[src/rtl/busclr_pkg.sv]
package busclr_pkg;

    // Width of each phase-width configuration field.
    localparam int CFG_W = 7;
    // Phase width scale: width = (X + 1) * UNIT + UNIT.
    localparam int UNIT = 8;
    // Largest phase length in cycles and the counter width it needs.
    localparam int MAX_LEN = ((1 << CFG_W)) * UNIT + UNIT;
    localparam int LEN_W = $clog2(MAX_LEN + 1);

    typedef logic [CFG_W-1:0] cfg_t;
    typedef logic [LEN_W-1:0] len_t;

    // Phase currently driven on the clock line.
    typedef enum logic [1:0] {
        PH_IDLE = 2'd0,
        PH_LOW  = 2'd1,
        PH_HIGH = 2'd2
    } phase_e;

    // Request from the sequencer to the phase timer.
    typedef struct packed {
        logic load;
        len_t len;
    } timer_req_t;

    // Cycle length of one phase for a configuration value.
    function automatic len_t phase_len(cfg_t x);
        return (len_t'(x) + len_t'(1)) * len_t'(UNIT) + len_t'(UNIT);
    endfunction

endpackage

[src/rtl/busclr_phase_timer.sv]
module busclr_phase_timer
    import busclr_pkg::*;
(
    input  logic       clk,
    input  logic       rst,
    input  timer_req_t req,
    output logic       expire
);

    len_t remain_q;

    // A phase of N cycles loads N-1 and ends in the cycle where zero is reached.
    always_ff @(posedge clk) begin
        if (rst) begin
            remain_q <= '0;
        end else if (req.load) begin
            remain_q <= req.len - len_t'(1);
        end else if (remain_q != '0) begin
            remain_q <= remain_q - len_t'(1);
        end
    end

    assign expire = (remain_q == '0);

endmodule

[src/rtl/busclr_pulse_counter.sv]
module busclr_pulse_counter #(
    parameter int PULSE_COUNT = 16
) (
    input  logic clk,
    input  logic rst,
    input  logic clr,
    input  logic inc,
    output logic last
);

    localparam int CNT_W = (PULSE_COUNT > 1) ? $clog2(PULSE_COUNT) : 1;

    logic [CNT_W-1:0] count_q;

    always_ff @(posedge clk) begin
        if (rst || clr) begin
            count_q <= '0;
        end else if (inc) begin
            count_q <= count_q + CNT_W'(1);
        end
    end

    assign last = (count_q == CNT_W'(PULSE_COUNT - 1));

endmodule

[src/rtl/busclr_seq.sv]
module busclr_seq
    import busclr_pkg::*;
(
    input  logic       clk,
    input  logic       rst,
    input  logic       start_req,
    input  logic       expire,
    input  logic       last_pulse,
    input  cfg_t       hi_cfg,
    input  cfg_t       lo_cfg,
    output timer_req_t treq,
    output logic       cnt_clr,
    output logic       cnt_inc,
    output phase_e     phase,
    output logic       done_pulse
);

    phase_e phase_q, phase_d;
    logic   done_q, done_d;

    always_comb begin
        phase_d  = phase_q;
        done_d   = 1'b0;
        treq     = '{load: 1'b0, len: '0};
        cnt_clr  = 1'b0;
        cnt_inc  = 1'b0;
        unique case (phase_q)
            PH_IDLE: begin
                if (start_req) begin
                    phase_d  = PH_LOW;
                    treq     = '{load: 1'b1, len: phase_len(lo_cfg)};
                    cnt_clr  = 1'b1;
                end
            end
            PH_LOW: begin
                if (expire) begin
                    phase_d = PH_HIGH;
                    treq    = '{load: 1'b1, len: phase_len(hi_cfg)};
                end
            end
            PH_HIGH: begin
                if (expire) begin
                    if (last_pulse) begin
                        phase_d = PH_IDLE;
                        done_d  = 1'b1;
                    end else begin
                        phase_d = PH_LOW;
                        treq    = '{load: 1'b1, len: phase_len(lo_cfg)};
                        cnt_inc = 1'b1;
                    end
                end
            end
            default: phase_d = PH_IDLE;
        endcase
    end

    always_ff @(posedge clk) begin
        if (rst) begin
            phase_q <= PH_IDLE;
            done_q  <= 1'b0;
        end else begin
            phase_q <= phase_d;
            done_q  <= done_d;
        end
    end

    assign phase      = phase_q;
    assign done_pulse = done_q;

endmodule

[src/rtl/busclr_gen.sv]
module busclr_gen
    import busclr_pkg::*;
#(
    parameter int PULSE_COUNT = 16
) (
    input  logic             clk,
    input  logic             rst,
    input  logic             trig_wr,
    input  logic             trig_val,
    input  logic [CFG_W-1:0] hi_width_cfg,
    input  logic [CFG_W-1:0] lo_width_cfg,
    output logic             scl_pull_low,
    output logic             busy,
    output logic             done
);

    timer_req_t treq;
    phase_e     phase;
    logic       expire;
    logic       last_pulse;
    logic       cnt_clr;
    logic       cnt_inc;
    logic       start_req;

    // The trigger bit is only honoured when idle; it never holds a value.
    assign start_req = trig_wr && trig_val && (phase == PH_IDLE);

    busclr_seq u_seq (
        .clk        (clk),
        .rst        (rst),
        .start_req  (start_req),
        .expire     (expire),
        .last_pulse (last_pulse),
        .hi_cfg     (hi_width_cfg),
        .lo_cfg     (lo_width_cfg),
        .treq       (treq),
        .cnt_clr    (cnt_clr),
        .cnt_inc    (cnt_inc),
        .phase      (phase),
        .done_pulse (done)
    );

    busclr_phase_timer u_timer (
        .clk    (clk),
        .rst    (rst),
        .req    (treq),
        .expire (expire)
    );

    busclr_pulse_counter #(
        .PULSE_COUNT (PULSE_COUNT)
    ) u_count (
        .clk  (clk),
        .rst  (rst),
        .clr  (cnt_clr),
        .inc  (cnt_inc),
        .last (last_pulse)
    );

    assign scl_pull_low = (phase == PH_LOW);
    assign busy         = (phase != PH_IDLE);

endmodule

[config.mk]
export PLATFORM = sky130hd
export DESIGN_NAME = busclr_gen
export DESIGN_NICKNAME = d
export VERILOG_FILES = /design/src/rtl/busclr_pkg.sv /design/src/rtl/busclr_phase_timer.sv /design/src/rtl/busclr_pulse_counter.sv /design/src/rtl/busclr_seq.sv /design/src/rtl/busclr_gen.sv
export SDC_FILE = /design/constraint.sdc
export NUM_CORES = 1
export LEC_CHECK = 0
export BUFFER_PORTS_ARGS = -buffer_cell sky130_fd_sc_hd__buf_2
export CAP_MARGIN = 20
export CORE_ASPECT_RATIO = 0.75
export CORE_UTILIZATION = 57
export CTS_CLUSTER_DIAMETER = 150
export DETAILED_ROUTE_END_ITERATION = 12
export GPL_TIMING_DRIVEN = 0
export PLACE_DENSITY = 0.79
export SETUP_SLACK_MARGIN = 0.02
export SYNTH_ARGS = -nofsm -noshare
export SYNTH_HDL_FRONTEND = slang
export SYNTH_SLANG_ARGS = --single-unit
[constraint.sdc]
create_clock -name clk -period 3.75 [get_ports clk]
set_clock_uncertainty 0.15 [all_clocks]
set_input_delay 0.375 -clock clk [delete_from_list [all_inputs] [get_ports clk]]
set_output_delay 0.375 -clock clk [all_outputs]
set_load 0.01 [all_outputs]
==> results by group <==
Status
  – Status: finished, final reports clean

Cells and area
  – Layout Cells excl Fill: between 200 and 250
  – NumNets Final: between 200 and 250
  – Area Overhead vs Synth: 11.14%
  – Share of cells above drive strength 1: between 10% and 20%
  – N_diodes: 0
  – Filler instances: roughly 220

Clock tree
  – H-tree level count: 1
  – CTS max path bufs: 2
  – TritonCTS Buffers: 3
  – Clk_lat worst skew: roughly 300 ps
  – Setup Buffers After CTS: 0
  – CTS Root Cell: clkbuf_4
  – CTS clk-pin slew, worst paths: roughly 100 ps
  – CTS sink count: 18
  – CTS resizes: 0
  – # hold bufs at CTS: 0
  – CTS tree: yes

GRT
  – Vias in the first global route: about 1300
  – Largest net degree at the start of global routing: 11
  – GR Util All Layers: ~29%
  – Grt total ovfl: 0
  – First-pass GRT wire length: approximately 6000 um
  – Initial antenna violation count: 0

Pwr
  – Total power: 0.9037 mW
  – Power per cell area: 536.2 mW/mm2
  – Leakage Power: about 0.69 nW
  – Maximum vdd drop: around 0.39 mV

STA
  – FMAX: between 0.3 and 0.4 GHz
  – Crit path time final: approximately 3300 ps
  – Sum of negative setup slack: 0 ps
  – Worst-Margin Slew: between 500 and 600 ps
  – Slew Limit Fails: 0
  – RSZ-0062 raised after global routing: no
  – Final cycle utilization of the critical path: between 80% and 90%
  – Final setup viols: 0
  – Final hold vios: 0
  – Max-slew headroom: ~65%

Die
  – Chip Width: between 60 and 70 um
  – Core Area: 0.002402 mm2
  – DIE AREA: about 0.0029 mm2
  – Site row count: 15
  – Die H: 46.67 um
  – I/O Pins: 21
  – Initial core utilization: between 60% and 70%

Routing
  – Vias per cell: 6.351
  – WL/cell: about 15 um
  – Routed WL: around 3600 um
  – Vias: 1518
  – DR DRC count: 0
  – Router iterations before antenna repair: 4
  – Post-route antenna net violation count: 0
  – Detailed Route Iter0 Violations: 114

Yosys
  – Post-synthesis simple-gate area fraction: between 20% and 30%
  – Synth Area per Inst: 8.287 um2
  – Cell area after synthesis: about 0.0015 mm2
  – Yosys top cell area share: 23.76%
  – Post-synthesis compound-gate area fraction: 23.18%
  – Largest area contributor in the synthesized netlist: dfxtp_1
  – Most common cell in the netlist: dfxtp_1
  – Multiplexer area fraction after synthesis: 2.970%
  – Dominant synthesized flop cell: dfxtp_1
  – Synth area leaders: dfxtp_1, ha_1, xnor2_1
  – Synth cell types: 52
  – Post-synthesis instance total: between 150 and 200
  – #FFs+latches synth: 18
  – Post-synthesis sequential area ratio: approximately a quarter
  – Ys async rst share: 0%
  – Adder-cell share of the synthesized area: around 6.6%
  – Fraction of synthesized cell area in xor and xnor cells: a little under 9%
  – Synth warnings: 0
  – Largest family of logic cells by synthesized area: simple AND/OR/NAND/NOR gates
  – Synth top cells by count: dfxtp_1, nand2_1, nor2_1
  – EDFF count, synth: 0
  – Syn_nets: about 210

Placement
  – Final RePlAce weighted congestion: between 0.8 and 0.9
  – Post-DP HPWL: a little under 3000 um
  – Number of port buffers: 18
  – Placed Cells incl. Taps: between 200 and 250

Critical path
  – CP Max Fanout: 10
  – Critical Path RT: 3780 ps
  – Crit path DAT: between 3000 and 4000 ps
  – CP startpoint kind: flop
  – Crit end category: flop
  – Worst R2R Setup Slack: approximately 450 ps
  – Crit path kind: reg -> reg

Job
  – MaxCap Viol Count: 0

Min path
  – Worst min path class: in -> reg
==> registers in the layout (all words and copies together), names as in the netlist <==
name / count
u_count.count_q: 4
u_seq.done_pulse: 1
u_seq.phase: 2
u_timer.remain_q: 11
==> metal layers <==
| layer | track usage, % | wire length (um) | vias to the layer above |
|---|---|---|---|
| met2 | 43.23 | 1548 | 64 |
| met3 | 10.11 | 326 | 4 |
| met5 | 0 | 0 | - |
| met4 | 6.667 | 14 | 0 |
| met1 | 40.34 | 1757 | 706 |
| li1 | - | - | 744 |
==> where the power goes <==
group,internal [mW],switching (mW)
sequential,0.242,0.0621
clock,0.0593,0.0627
combinational,0.218,0.260
total,0.519,0.385
==> cell families after synthesis <==
family	Yosys count
compound gates	48
xor+xnor	15
fa+ha+maj	8
buf+inv	14
flops	18
mux	4
simple gates	76
==> metrics by stage <==
stage / area [um2] / utilization (%) / worst slack, ps / hold slack [ps]
floorplan: 1516 / - / 947.4 / 302.8
global placement: 1649 / 68.65 / 504.2 / 330.2
detailed placement: 1649 / 68.65 / 386.7 / 348.5
CTS: 1685 / 70.16 / 519.2 / 270.9
global route: 1685 / 70.16 / 130.7 / 294.5
finish: 1685 / 70.16 / 453.6 / 264.5
==> final cells by class <==
cell class	count	area [um2]	share of cell area [%]
clock buffer	4	36.28	2.153
sequential	18	360.3	21.38
timing repair buffer	18	90.09	5.345
tap	34	42.54	2.524
multi-input combinational	151	1074	63.70
buffer	10	67.56	4.009
inverter	4	15.01	0.8909
==> cell usage in the layout (no fill, tap or decap), types with 4 or more instances in the layout <==
cell / count
inv_1: 4
a21oi_1: 11
nor3_1: 8
nand2_1: 15
ha_1: 8
xnor2_1: 9
buf_2: 21
nand4_1: 4
xor2_1: 6
dfxtp_1: 18
nor2_1: 14
nand3_1: 8
a21o_1: 4
a31oi_1: 4
o21ai_0: 7
==> path summary, 6_finish.rpt <==
kind,from,endpoint,depth (start not counted)
hold reg to reg,u_timer.remain_q[0]$_SDFFE_PP0P_,u_timer.remain_q[0]$_SDFFE_PP0P_,1
setup / recovery,u_seq.phase[0]$_SDFFE_PP0P_,u_timer.remain_q[10]$_SDFFE_PP0P_,12
setup reg to reg,u_seq.phase[0]$_SDFFE_PP0P_,u_timer.remain_q[10]$_SDFFE_PP0P_,12
hold / removal,rst,u_seq.phase[1]$_SDFFE_PP0P_,2
==> worst max-delay path, stage by stage (launching register included) <==
cell and delay [ps]:
dfxtp_1 350, nor4bb_1 300, clkbuf_1 440, a21oi_1 120, buf_4 210, nand2_1 70
ha_1 190, inv_1 70, a221oi_1 280, o2111ai_1 270, nor4_1 410, and4_1 260
nor3_2 50
Note: power is estimated with default switching activity, not from simulation.
